$ cat config.mk
export PLATFORM = sky130hd
export DESIGN_NAME = fe_ctrl_regs
export DESIGN_NICKNAME = d
export VERILOG_FILES = /design/src/rtl/fe_ctrl_pkg.sv /design/src/rtl/fe_ctrl_sync.sv /design/src/rtl/fe_ctrl_shift.sv /design/src/rtl/fe_ctrl_bank.sv /design/src/rtl/fe_ctrl_regs.sv
export SDC_FILE = /design/constraint.sdc
export NUM_CORES = 1
export LEC_CHECK = 0
export CORE_MARGIN = 2
export CORE_UTILIZATION = 50
export CTS_CLUSTER_DIAMETER = 150
export CTS_CLUSTER_SIZE = 16
export DETAILED_ROUTE_END_ITERATION = 8
export PLACE_DENSITY = 0.81
export SETUP_SLACK_MARGIN = 0.1
export SLEW_MARGIN = 20
export SYNTH_ARGS = -nofsm -noshare
export SYNTH_HDL_FRONTEND = slang
export SYNTH_SLANG_ARGS = --single-unit
$ cat constraint.sdc
create_clock -name clk_i -period 2.3 [get_ports clk_i]
set_input_delay 0.46 -clock clk_i [delete_from_list [all_inputs] [get_ports clk_i]]
set_output_delay 0.46 -clock clk_i [all_outputs]
set_load 0.01 [all_outputs]
$ cat src/rtl/fe_ctrl_pkg.sv
package fe_ctrl_pkg;
  localparam int ADDR_W  = 3;
  localparam int DATA_W  = 10;
  localparam int FRAME_W = ADDR_W + DATA_W;
  localparam int AUX_W   = 8;
  localparam int BW_W    = 4;
  localparam int GAIN_W  = 9;
  localparam int CLAMP_W = 10;

  typedef enum logic [ADDR_W-1:0] {
    ADR_AUX   = 3'd0,
    ADR_BW    = 3'd1,
    ADR_GAIN  = 3'd2,
    ADR_FLAG  = 3'd3,
    ADR_CLAMP = 3'd4
  } reg_addr_e;

  typedef struct packed {
    logic adc_clk_rise;
    logic clamp_hi;
    logic shp_fall;
    logic amp_pd;
    logic aux_pd;
    logic core_pd;
  } flags_t;

  localparam int FLAG_W = $bits(flags_t);
endpackage

$ cat src/rtl/fe_ctrl_sync.sv
module fe_ctrl_sync #(
  parameter int         STAGES  = 2,
  parameter int         W       = 1,
  parameter logic [W-1:0] RST_VAL = '0
) (
  input  logic         clk_i,
  input  logic         rst_ni,
  input  logic [W-1:0] d_i,
  output logic [W-1:0] q_o
);
  logic [W-1:0] chain [STAGES];

  for (genvar s = 0; s < STAGES; s++) begin : g_stage
    always_ff @(posedge clk_i or negedge rst_ni) begin
      if (!rst_ni) chain[s] <= RST_VAL;
      else         chain[s] <= (s == 0) ? d_i : chain[(s == 0) ? 0 : s-1];
    end
  end

  assign q_o = chain[STAGES-1];
endmodule

$ cat src/rtl/fe_ctrl_shift.sv
module fe_ctrl_shift
  import fe_ctrl_pkg::*;
(
  input  logic              clk_i,
  input  logic              rst_ni,
  input  logic              sclk_s_i,
  input  logic              sen_s_i,
  input  logic              sdata_s_i,
  output logic              commit_o,
  output logic [ADDR_W-1:0] addr_o,
  output logic [DATA_W-1:0] data_o
);
  localparam int CNT_MAX = FRAME_W + 1;
  localparam int CNT_W   = $clog2(CNT_MAX + 1);

  logic               sclk_q, sen_q;
  logic [FRAME_W-1:0] sh_q;
  logic [CNT_W-1:0]   cnt_q;
  logic               sclk_rise, sen_rise;

  assign sclk_rise = sclk_s_i & ~sclk_q;
  assign sen_rise  = sen_s_i & ~sen_q;

  always_ff @(posedge clk_i or negedge rst_ni) begin
    if (!rst_ni) begin
      sclk_q <= 1'b0;
      sen_q  <= 1'b1;
      sh_q   <= '0;
      cnt_q  <= '0;
    end else begin
      sclk_q <= sclk_s_i;
      sen_q  <= sen_s_i;
      if (sen_s_i) begin
        cnt_q <= '0;
      end else if (sclk_rise) begin
        sh_q <= {sh_q[FRAME_W-2:0], sdata_s_i};
        if (cnt_q != CNT_W'(CNT_MAX)) cnt_q <= cnt_q + 1'b1;
      end
    end
  end

  // Only a frame of exact length is accepted.
  assign commit_o = sen_rise && (cnt_q == CNT_W'(FRAME_W));
  assign addr_o   = sh_q[FRAME_W-1 -: ADDR_W];
  assign data_o   = sh_q[DATA_W-1:0];
endmodule

$ cat src/rtl/fe_ctrl_bank.sv
module fe_ctrl_bank
  import fe_ctrl_pkg::*;
#(
  parameter int GAIN_MAX = 319
) (
  input  logic               clk_i,
  input  logic               rst_ni,
  input  logic               commit_i,
  input  logic [ADDR_W-1:0]  addr_i,
  input  logic [DATA_W-1:0]  data_i,
  output logic [AUX_W-1:0]   aux_o,
  output logic [BW_W-1:0]    cds_bw_o,
  output logic [BW_W-1:0]    agc_bw_o,
  output logic [GAIN_W-1:0]  gain_o,
  output flags_t             flags_o,
  output logic [CLAMP_W-1:0] clamp_o
);
  localparam logic [GAIN_W-1:0] GAIN_CAP = GAIN_W'(GAIN_MAX);

  logic [GAIN_W-1:0] gain_raw, gain_sat;
  assign gain_raw = data_i[GAIN_W-1:0];
  assign gain_sat = (gain_raw > GAIN_CAP) ? GAIN_CAP : gain_raw;

  always_ff @(posedge clk_i or negedge rst_ni) begin
    if (!rst_ni) begin
      aux_o    <= '0;
      cds_bw_o <= '0;
      agc_bw_o <= '0;
      gain_o   <= '0;
      flags_o  <= '0;
      clamp_o  <= '0;
    end else if (commit_i) begin
      case (addr_i)
        ADR_AUX:   aux_o <= data_i[AUX_W-1:0];
        ADR_BW: begin
          cds_bw_o <= data_i[BW_W-1:0];
          agc_bw_o <= data_i[2*BW_W-1:BW_W];
        end
        ADR_GAIN:  gain_o  <= gain_sat;
        ADR_FLAG:  flags_o <= flags_t'(data_i[FLAG_W-1:0]);
        ADR_CLAMP: clamp_o <= data_i[CLAMP_W-1:0];
        default: ;
      endcase
    end
  end
endmodule

$ cat src/rtl/fe_ctrl_regs.sv
module fe_ctrl_regs
  import fe_ctrl_pkg::*;
#(
  parameter int SYNC_STAGES = 2,
  parameter int GAIN_MAX    = 319
) (
  input  logic               clk_i,
  input  logic               rst_ni,
  input  logic               sclk_i,
  input  logic               sen_ni,
  input  logic               sdata_i,
  input  logic               stby_i,
  output logic [AUX_W-1:0]   aux_code_o,
  output logic [BW_W-1:0]    cds_bw_o,
  output logic [BW_W-1:0]    agc_bw_o,
  output logic [GAIN_W-1:0]  gain_o,
  output logic               core_pd_o,
  output logic               aux_pd_o,
  output logic               amp_pd_o,
  output logic               shp_fall_o,
  output logic               clamp_hi_o,
  output logic               adc_clk_rise_o,
  output logic [CLAMP_W-1:0] clamp_ref_o
);
  logic [2:0]        pins_s;
  logic              commit;
  logic [ADDR_W-1:0] addr;
  logic [DATA_W-1:0] data;
  flags_t            flags;

  // {sclk, sen, sdata}; select idles high
  fe_ctrl_sync #(.STAGES(SYNC_STAGES), .W(3), .RST_VAL(3'b010)) u_sync (
    .clk_i, .rst_ni,
    .d_i ({sclk_i, sen_ni, sdata_i}),
    .q_o (pins_s)
  );

  fe_ctrl_shift u_shift (
    .clk_i, .rst_ni,
    .sclk_s_i  (pins_s[2]),
    .sen_s_i   (pins_s[1]),
    .sdata_s_i (pins_s[0]),
    .commit_o  (commit),
    .addr_o    (addr),
    .data_o    (data)
  );

  fe_ctrl_bank #(.GAIN_MAX(GAIN_MAX)) u_bank (
    .clk_i, .rst_ni,
    .commit_i (commit),
    .addr_i   (addr),
    .data_i   (data),
    .aux_o    (aux_code_o),
    .cds_bw_o (cds_bw_o),
    .agc_bw_o (agc_bw_o),
    .gain_o   (gain_o),
    .flags_o  (flags),
    .clamp_o  (clamp_ref_o)
  );

  // Standby overrides power-down flags only; stored bits untouched.
  assign core_pd_o      = flags.core_pd | stby_i;
  assign aux_pd_o       = flags.aux_pd  | stby_i;
  assign amp_pd_o       = flags.amp_pd  | stby_i;
  assign shp_fall_o     = flags.shp_fall;
  assign clamp_hi_o     = flags.clamp_hi;
  assign adc_clk_rise_o = flags.adc_clk_rise;
endmodule

Yosys cells after proc, flatten, opt, wreduce, memory -nomap -nowiden
Index checks and enable logic that the tools add are counted.
Word-level totals
  output and inout port bits: 41
  memories: 0
  latch bits: 0
  RAM bits: 0
  logic and storage cells: 48
  bits of input ports: 6
  memory bits (read-only): 0
  register bits: 66
Cells by class
  shift operators: 0
  div/mod/pow operators: 0
  $lt $le $gt $ge: 1
  muxes and demuxes: 4
  reductions and logical operators: 11
  add/sub/neg operators: 1
  multiply operators: 0
  equal/unequal tests: 6
  bitwise operators: 8
Operators by type and width (count)
  AND reduction 2 bit: 7
  two-way mux 4 bit: 3
  > comparator 9 bit (second input constant): 1
  two-way mux 9 bit: 1
  equality test 3 x 2 -> 1 bit (second input constant): 2
  adder 4 x 1 -> 4 bit (second input constant): 1
  equality test 4 bit (second input constant): 1
  inequality test 4 bit (second input constant): 1
  nonzero test 2 bit: 2
  equality test 3 x 1 -> 1 bit (second input constant): 1
  equality test 3 bit (second input constant): 1
  logical NOT 3 bit: 1
  NOT 1 bit: 3
  bitwise OR 1 bit: 3
  AND 1 bit: 2
  logical AND 1 bit: 1

Longest topological paths before layout
Gate-level depths: netlist of the first run.
  word-level depth: 4
  mapped depth: 6

Cells and area by module
Synthesis of the first run repeated with hierarchy kept, for this count alone.
Unflattened totals
  cell total of the unflattened synthesis: 166
  area, all modules: 2631.3 um^2
Modules (own cells, without submodules)
  fe_ctrl_bank: cells an instance 96, instances 1, area each 1576.5 um^2
  fe_ctrl_shift: cells an instance 58, instances 1, area each 860.8 um^2
  fe_ctrl_sync: cells an instance 9, instances 1, area each 175.2 um^2
  fe_ctrl_regs: cells an instance 3, instances 1, area each 18.8 um^2

Worst setup path after synthesis of the first run
No wires, ideal clock.
  kind: register to register
  start: register u_shift.cnt_q[1]
  end: register u_bank.gain_o[0]
  slack: 0.549 ns
  clock period less this slack: 1.751 ns
  data arrival time: 1.626 ns
  setup time: 0.125 ns
  data required time: 2.175 ns
  stages on the path, launching flop included: 6
  cell sequence: dfrtp_1 > inv_1 > ha_1 > nand4_2 > nor4_4 > mux2_2
On the way
  cells in the longest elaborated chain, start to end: 3
Ends and longest elaborated chain
  start: declaration: line fe_ctrl_shift.sv:18  | logic [CNT_W-1:0] cnt_q;
  start signal: assignment: line fe_ctrl_shift.sv:37  | if (cnt_q != CNT_W'(CNT_MAX)) cnt_q <= cnt_q + 1'b1;
  equality test 4 bit: line fe_ctrl_shift.sv:43  | assign commit_o = sen_rise && (cnt_q == CNT_W'(FRAME_W));
  logical AND 1 bit: line fe_ctrl_shift.sv:43
  AND reduction 2 bit (no source line)
  end signal: assignment: line fe_ctrl_bank.sv:39  | ADR_GAIN: gain_o <= gain_sat;
  end: declaration: line fe_ctrl_bank.sv:14  | output logic [GAIN_W-1:0] gain_o,
No other way between the ends.
A chain may end at the register's enable or synchronous reset.

Final worst setup path of the first run
  start: input stby_i
  end: output core_pd_o
On the way
  cells in the longest elaborated chain, start to end: 1
Ends and longest elaborated chain
  start: declaration: line fe_ctrl_regs.sv:12  | input logic stby_i,
  bitwise OR 1 bit: line fe_ctrl_regs.sv:62  | assign core_pd_o = flags.core_pd | stby_i;
  end: declaration: line fe_ctrl_regs.sv:17  | output logic core_pd_o,
No other way between the ends.

==> metrics.cfg, run 1 <==
[drt]
drt_iter0_drc = 100
post-route-drc-count = 0
drt_pass1_iterations = 2
ant_nets = 0
via_per_inst = 5.07
routed_wl_mm = 4.80
avgRoutedWirePerCell_microns = 15.9
vias = 1536

[timing]
finalMaxSlewViolations = 0
skew_ns = 0.0109
rsz0062_at_grt = false
hold_violations = 0
fin_setup_tns_ns = 0
period_needed_ns = 2.11
max_freq_ghz = 0.473
setup_viol = 0
slew_headroom = 0.472
worstMarginPinSlew_ns = 0.783
period_share = 0.920

[grt]
met1_usage = 0.242
grt_util_all_layers = 0.188
grt-ovfl-total = 0
met3_usage = 0.0391
grt_util_met2 = 0.302
antenna_found_initial = 0
grt_pass1_vias = 1672
grt_max_degree = 29
grt_pass1_wl_mm = 8.45
grt-busiest-layer = met2

[worst_setup_path]
required_ns = 1.84
cp-end-kind = output pin
critPathMaxFanout = 3
start_kind = primary input
critPathKind = in -> out
worstPathArrival_ns = 1.65

[power_and_ir_drop]
power.density_nw_per_um2 = 705
p_leak_nw = 1.58
irDropWorstVdd_mv = 0.474

[worst_hold_path]
hp-class = in -> async

[placed_design]
place.gp.congestion = 0.754
port_buffers = 46
dp_hpwl_mm = 3.25
dpl_cell_area_sq_um = 3200

[synth]
ys_warn_count = 0
synth_cell_type_count = 26
yosys_register_bits = 66
syn_nets = 176
avgSynthCellArea_sq_um = 15.6
syn-instance-count = 167
synth.cell_area_sq_um = 2600
yosysSeqAreaShare = 0.636

[clocking]
clk_latency_ns = 0.34
root_buffer = clkbuf_8
post_cts_buffers = 0
clock_path_buffers = 2
ctsResizeCount = 0
htreeDepth = 3
clk_pin_slew_ns = 0.07
cts_hold_buf = 0
cts.sinks = 66
numCtsBuffers = 9
cts_tree = yes

[cells_and_area]
nets = 237
fin_area_sq_um = 3360
antenna_cells = 0
drive_gt1_frac = 0.361
syn2layout_area_growth_pct = 29.2

[floorplanning]
die-area_sq_um = 5800
rows = 26
start_util = 0.513
die-width_microns = 76.1
ios = 47
core_area_sq_um = 5070
die_h_microns = 76.1

[run_status]
status = complete, no violations

[flow_run]
max_cap_violations = 0

-- where the power goes --
group | switching, mW | total [mW] | internal (mW)
combinational | 0.0722 | 0.182 | 0.109
sequential | 0.117 | 1.36 | 1.24
clock | 0.414 | 0.832 | 0.418
total | 0.604 | 2.37 | 1.77
-- area by class of cell --
class / instances / area (sq um)
Fill cell: 388 / 1710
Sequential cell: 66 / 1660
Multi-Input combinational cell: 95 / 921
Timing Repair Buffer: 53 / 520
Clock buffer: 13 / 149
Tap cell: 70 / 87.6
Clock inverter: 3 / 17.5
Inverter: 3 / 11.3
-- state kept, by name, indices dropped and copies added, names as in the netlist --
register and flops:
u_shift.sen_q 1, u_shift.sh_q 13, u_shift.sclk_q 1, u_bank.cds_bw_o 4, u_bank.gain_o 9, u_bank.aux_o 8, u_bank.agc_bw_o 4, u_shift.cnt_q 4
u_bank.flags_o 6, u_bank.clamp_o 10, u_sync.chain 3, u_sync.q_o 3
-- per-stage QoR --
step	worst slack [ns]	total power, mW	instances	util	hold slack (ns)
floorplan	0.549	1.46	167	-	0.164
global placement	0.195	1.55	287	0.630	0.332
detailed placement	0.186	1.56	287	0.630	0.337
CTS	0.178	2.40	303	0.662	0.145
global route	0.126	2.48	303	0.662	0.189
finish	0.185	2.37	303	0.662	0.137
-- worst max-delay path, stage by stage --
cell,delay (ns)
clkdlybuf4s50_1,0.42
or2_2,0.30
clkdlybuf4s50_1,0.48
-- cells in the mapped netlist --
master     instances  area (sq um)
a21o_1             1          7.51
nand3_1            4          20.0
a21boi_0           1          7.51
or2_2              3          18.8
dfstp_2            3          78.8
and4b_1            1          10.0
nor3b_1            1          7.51
a21oi_1            3          15.0
a41oi_1            1          8.76
nand2b_1           8          50.1
a311oi_1           2          17.5
nand2_1            2          7.51
nor2_1             1          3.75
nand4_2            1          12.5
ha_1               3          37.5
clkbuf_1           1          3.75
nor4_4             2          42.5
dfrtp_1           63          1580
nor3_1             1          5.00
nor4_1             1          6.26
inv_1              3          11.3
o21ai_0            1          5.00
nand4bb_1          1          11.3
buf_2              2          10.0
mux2_2            54           608
nor2b_1            3          18.8
-- logic make-up (layout without fill, tap and decap cells) --
kind of cell | Yosys count | after routing | share of synthesized area
buffers and inverters | 6 | 72 | 0.00962
adders and majority gates | 3 | 3 | 0.0144
DFF | 66 | 66 | 0.636
and+or+nand+nor | 29 | 29 | 0.0823
AOI/OAI and AO/OA | 9 | 9 | 0.0236
muxes | 54 | 54 | 0.234
-- worst paths after layout --
path / from / endpoint / slack, ns / cells past startpoint
worst min register to register: u_sync.chain[3]$_DFF_PN0_ / u_sync.q_o[0]$_DFF_PN0_ / 0.35 / 0
worst max register to register: u_shift.cnt_q[1]$_DFFE_PN0P_ / u_bank.gain_o[2]$_DFFE_PN0P_ / 0.34 / 6
worst min-delay path: rst_ni / u_shift.sh_q[6]$_DFFE_PN0P_ / 0.14 / 1
worst max-delay path: stby_i / core_pd_o / 0.19 / 3
min in group clk_i: u_sync.chain[3]$_DFF_PN0_ / u_sync.q_o[0]$_DFF_PN0_ / 0.35 / 0
max in group asynchronous: rst_ni / u_shift.sen_q$_DFF_PN1_ / 1.53 / 2
-- placed cells by master, fill, tap and decap left out, drive strengths merged --
master,n
a21boi,1
a21o,1
a21oi,3
a311oi,2
a41oi,1
and4b,1
buf,8
clkbuf,13
clkdlybuf4s50,45
clkinv,2
clkinvlp,1
dfrtp,63
dfstp,3
ha,3
inv,3
mux2,54
nand2,2
nand2b,8
nand3,4
nand4,1
nand4bb,1
nor2,1
nor2b,3
nor3,1
nor3b,1
nor4,3
o21ai,1
or2,3
-- layer usage --
metal  up-vias  routed length [microns]
met5         -                        0
met4         0                       76
met3         9                      215
met2        33                     2390
met1       781                     2120
li1        713                        -
Note: power is estimated with default switching activity, not from simulation.
==> run 2, diff against run 1 <==
--- a/config.mk
+++ b/config.mk
@@ -7,2 +7,3 @@
 export LEC_CHECK = 0
+export CAP_MARGIN = 5
 export CORE_MARGIN = 2
--- a/constraint.sdc
+++ b/constraint.sdc
@@ -3,2 +3,2 @@
 set_output_delay 0.46 -clock clk_i [all_outputs]
-set_load 0.01 [all_outputs]
+set_load 0.05 [all_outputs]
==> run 2 against run 1 <==
Against the previous run:
- worst setup slack improved by 0.13 ns
- cell count unchanged
- register-to-register slack improved by 0.03 ns
- maximum frequency increased by 6.8%
- total power increased by 5.4%
- flip-flop and latch count unchanged
- hold slack got worse by 0.030 ns
- first-iteration DRC count decreased by 30%
- count of clock-buffer cells in the layout decreased by 3
- utilization increased by 0.42 points
- non-clock buffer count unchanged
- critical path depth decreased by 2
- largest cell class unchanged
- largest power group unchanged
==> metrics.cfg, run 2 (synthesis results as in run 1) <==
[floorplanning]
core_area_sq_um = 5070
die-width_microns = 76.1
ios = 47
rows = 26
die-area_sq_um = 5800
die_h_microns = 76.1
start_util = 0.513

[cells_and_area]
drive_gt1_frac = 0.382
fill_cells = 386
largestRegisters = u_shift.sh_q: 13 flops, u_bank.clamp_o: 10 flops, u_bank.gain_o: 9 flops
antenna_cells = 0
largest_reg_flops = 13
syn2layout_area_growth_pct = 30.1
fin_area_sq_um = 3380
layout_common_cells = dfrtp_1 (63), mux2_2 (54), clkdlybuf4s50_1 (42)
nets = 237
top_register = u_shift.sh_q
layout_commonest_cell = dfrtp_1

[power_and_ir_drop]
p_int_mw = 1.85
swShare = 0.260
pwr-share-comb = 0.076
irDropWorstVdd_mv = 0.466
power.density_nw_per_um2 = 738
clockPowerShare = 0.380
pwr-share-seq = 0.544
p_switching_mw = 0.649
p_leak_nw = 1.59

[worst_setup_path]
cp-end-kind = output pin
required_ns = 1.84
cp_num_cells = 1
cpMaxStageDelayCell = clkdlybuf4s50_1
rr_worst_depth = 5
worstPathArrival_ns = 1.52
crit_family = buffers and inverters
cpPeakStageDelay_ns = 0.81
path_cells = clkdlybuf4s50_1
critPathKind = reg -> out
start_kind = flop
critPathMaxFanout = 2
timing.critical_path.buf_inv = 1

[worst_hold_path]
hp-class = in -> async

[grt]
grt_util_all_layers = 0.193
grt-ovfl-total = 0
grt_util_met2 = 0.300
grt_max_degree = 67
met1_usage = 0.244
grt_pass1_wl_mm = 8.45
grt-busiest-layer = met2
antenna_found_initial = 0
met3_usage = 0.0675
grt_pass1_vias = 1671

[placed_design]
dpl_cell_area_sq_um = 3190
place.gp.congestion = 0.734
dp_hpwl_mm = 3.25
port_buffers = 46

[flow_run]
max_cap_violations = 0

[timing]
skew_ns = 0.00446
slew_headroom = 0.510
setup_viol = 0
period_share = 0.861
rsz0062_at_grt = false
max_freq_ghz = 0.505
worstMarginPinSlew_ns = 0.728
fin_setup_tns_ns = 0
finalMaxSlewViolations = 0
period_needed_ns = 1.98
hold_violations = 0
holdWs_ns = 0.107

[drt]
ant_nets = 0
post-route-drc-count = 0
routed_wl_mm = 4.84
drt_iter0_drc = 70
avgRoutedWirePerCell_microns = 16.0
via_per_inst = 5.09
vias = 1542
drt_pass1_iterations = 4

[run_status]
status = complete, no violations

[clocking]
clock_path_buffers = 2
root_buffer = clkbuf_8
clk_pin_slew_ns = 0.07
numCtsBuffers = 9
post_cts_buffers = 0
ctsResizeCount = 0
cts_hold_buf = 0
cts.sinks = 66
cts_tree = yes
htreeDepth = 3
clk_latency_ns = 0.34

-- run 2: cell types whose count changed in the layout (fill, tap and decap cells not counted) --
cell | before | now
bufinv_16 | 0 | 1
clkbuf_1 | 3 | 1
clkdlybuf4s50_1 | 45 | 42
clkinv_2 | 2 | 1
clkbuf_8 | 10 | 9
clkinv_4 | 0 | 2
buf_4 | 6 | 9
clkinvlp_4 | 1 | 2
-- run 2: per-stage QoR --
step	power (mW)	util	worst slack, ns	cells
3_5_place_dp	1.57	0.628	0.350	287
3_3_place_gp	1.56	0.628	0.408	287
6_report	2.50	0.667	0.320	303
2_1_floorplan	1.47	-	0.549	167
4_1_cts	2.53	0.667	0.287	303
5_1_grt	2.62	0.667	0.176	303
-- run 2: worst paths after layout --
check | from | end | slack [ns]
hold reg to reg | u_sync.chain[3]$_DFF_PN0_ | u_sync.q_o[0]$_DFF_PN0_ | 0.35
max in group asynchronous | rst_ni | u_shift.sen_q$_DFF_PN1_ | 1.88
setup / recovery | u_bank.gain_o[1]$_DFFE_PN0P_ | gain_o[1] | 0.32
setup reg to reg | u_shift.cnt_q[1]$_DFFE_PN0P_ | u_bank.gain_o[4]$_DFFE_PN0P_ | 0.37
min in group clk_i | u_sync.chain[3]$_DFF_PN0_ | u_sync.q_o[0]$_DFF_PN0_ | 0.35
hold / removal | rst_ni | u_bank.cds_bw_o[0]$_DFFE_PN0P_ | 0.11
-- run 2: final cells by class --
type | count | area, sq um | share of cell area
clock inverter | 6 | 67.6 | 0.0200
timing repair buffer | 53 | 513 | 0.152
inverter | 3 | 11.3 | 0.00333
sequential | 66 | 1660 | 0.489
multi-input combinational | 95 | 921 | 0.272
tap | 70 | 87.6 | 0.0259
clock buffer | 10 | 128 | 0.0377
-- run 2: layer usage --
| metal | up-vias | routed length (microns) |
|---|---|---|
| met1 | 782 | 2120 |
| met3 | 6 | 234 |
| li1 | 721 | - |
| met2 | 33 | 2420 |
| met4 | 0 | 59 |
| met5 | - | 0 |
-- run 2: power groups by stage --
| stage | Clock, mW | Combinational [mW] | Sequential [mW] |
|---|---|---|---|
| finish | 0.949 | 0.189 | 1.36 |
| global route | 1.03 | 0.212 | 1.38 |
| CTS | 0.975 | 0.193 | 1.36 |
| detailed placement | 0 | 0.191 | 1.38 |
| global placement | 0 | 0.184 | 1.38 |
| floorplan | 0 | 0.136 | 1.33 |
==> run 3, diff against run 2 <==
CORE_ASPECT_RATIO = 1.25   (was default)
PLACE_DENSITY = 0.86   (was 0.81)
==> run 3 against run 2 <==
Against the previous run:
- maximum frequency is 0.27% lower
- clock skew increased by 0.0029 ns
- count of clock-buffer cells in the layout increased by 1
- combinational power hardly changed
- flip-flop and latch count stayed put
- sequential share of layout area increased by 0.72 points
- non-clock buffer count down 2
- critical path depth did not move
==> metrics.cfg, run 3 (synthesis results as in run 1) <==
[cells_and_area]
syn2layout_area_growth_pct = 28.2
layout_common_cells = dfrtp_1 (63), mux2_2 (54), clkdlybuf4s50_1 (42)
top_register = u_shift.sh_q
register_area_sq_um = 1660
multiInputGateArea_sq_um = 921
drive_gt1_frac = 0.377
nets = 235
antenna_cells = 0
fill_cells = 365
layout_commonest_cell = dfrtp_1
largest_reg_flops = 13
largestRegisters = u_shift.sh_q: 13 flops, u_bank.clamp_o: 10 flops, u_bank.gain_o: 9 flops

[grt]
grt_util_all_layers = 0.203
grt-ovfl-total = 0
grt-busiest-layer = met2
met1_usage = 0.260
grt_max_degree = 46
antenna_found_initial = 0
grt_util_met2 = 0.302
grt_pass1_vias = 1619
grt_pass1_wl_mm = 8.25
met3_usage = 0.0617

[worst_hold_path]
hp-class = in -> async

[worst_setup_path]
critPathKind = reg -> out
cpMaxStageDelayCell = clkdlybuf4s50_1
worstPathArrival_ns = 1.53
required_ns = 1.84
r2r_start = u_shift.cnt_q[1]$_DFFE_PN0P_
start_kind = flop
rr_worst_depth = 5
crit_family = buffers and inverters
reg2reg_slack_ns = 0.33
timing.critical_path.buf_inv = 1
path_cells = clkdlybuf4s50_1
critPathMaxFanout = 2
cp-end-kind = output pin
reg2reg_to = u_bank.gain_o[4]$_DFFE_PN0P_
cpPeakStageDelay_ns = 0.83

[run_status]
status = complete, no violations

[clocking]
cts_hold_buf = 0
clock_path_buffers = 2
post_cts_buffers = 0
numCtsBuffers = 9
cts.sinks = 66
htreeDepth = 3
clk_pin_slew_ns = 0.07
ctsResizeCount = 0
cts_tree = yes
clk_latency_ns = 0.34
root_buffer = clkbuf_8

[drt]
avgRoutedWirePerCell_microns = 17.1
drt_iter0_drc = 21
via_per_inst = 5.29
drt_pass1_iterations = 4
vias = 1549
post-route-drc-count = 0
ant_nets = 0
routed_wl_mm = 5.02

[floorplanning]
core_area_sq_um = 5040
die-width_microns = 68.5
die-area_sq_um = 5800
start_util = 0.516
die_h_microns = 84.6
rows = 29
ios = 47

[power_and_ir_drop]
p_switching_mw = 0.635
swShare = 0.265
power_mw = 2.40
p_int_mw = 1.76
pwr-share-seq = 0.567
p_leak_nw = 1.57
pwr-share-comb = 0.079
irDropWorstVdd_mv = 0.511
power.density_nw_per_um2 = 718
clockPowerShare = 0.353

[timing]
period_share = 0.863
finalMaxSlewViolations = 0
slew_headroom = 0.522
worstMarginPinSlew_ns = 0.709
hold_violations = 0
fin_setup_tns_ns = 0
rsz0062_at_grt = false
setup_viol = 0
max_freq_ghz = 0.504
skew_ns = 0.00739
period_needed_ns = 1.99

[placed_design]
dp_hpwl_mm = 3.34
place.gp.congestion = 0.722
port_buffers = 46

[flow_run]
max_cap_violations = 0

run 3: cell types whose count changed in the layout (fill, tap and decap cells not counted):
cell | previous run | this run
clkinv_4 | 2 | 0
clkinv_2 | 1 | 3
clkbuf_8 | 9 | 10
bufinv_16 | 1 | 0
buf_4 | 9 | 7
run 3: metal layers:
metal,share of wire,vias up
li1,-,714
met2,0.50,34
met5,0,-
met3,0.044,12
met1,0.43,789
met4,0.030,0
run 3: worst max path at each step:
stage | slack, ns | depth (start not counted) | to | start
after floorplan | 0.55 | 5 | u_bank.gain_o[0]$_DFFE_PN0P_ | u_shift.cnt_q[1]$_DFFE_PN0P_
after global placement | 0.41 | 5 | u_bank.gain_o[6]$_DFFE_PN0P_ | u_shift.cnt_q[1]$_DFFE_PN0P_
after detailed placement | 0.37 | 5 | u_bank.gain_o[6]$_DFFE_PN0P_ | u_shift.cnt_q[1]$_DFFE_PN0P_
after CTS | 0.29 | 1 | gain_o[3] | u_bank.gain_o[3]$_DFFE_PN0P_
after global routing | 0.22 | 5 | u_bank.gain_o[6]$_DFFE_PN0P_ | u_shift.cnt_q[1]$_DFFE_PN0P_
final | 0.31 | 1 | gain_o[3] | u_bank.gain_o[3]$_DFFE_PN0P_
run 3: layout make-up:
class,count,share of cell area
Sequential cell,66,0.496
Multi-Input combinational cell,95,0.276
Timing Repair Buffer,51,0.149
Clock buffer,11,0.0424
Tap cell,62,0.0233
Clock inverter,5,0.00901
Inverter,3,0.00338
run 3: metrics by stage:
step / worst slack [ns] / instances / area, sq um / hold slack (ns) / utilization
3_5_place_dp: 0.368 / 277 / 3160 / 0.346 / 0.627
2_1_floorplan: 0.549 / 167 / 2600 / 0.164 / -
6_report: 0.314 / 293 / 3330 / 0.0815 / 0.661
4_1_cts: 0.293 / 293 / 3330 / 0.0840 / 0.661
3_3_place_gp: 0.410 / 277 / 3160 / 0.334 / 0.627
5_1_grt: 0.222 / 293 / 3330 / 0.108 / 0.661
run 3: power by group through the flow:
stage	Combinational (mW)	Clock [mW]	Sequential, mW
after floorplan	0.136	0	1.33
after global placement	0.181	0	1.37
after detailed placement	0.191	0	1.38
after CTS	0.193	0.865	1.36
after global routing	0.213	0.904	1.38
final	0.190	0.847	1.36
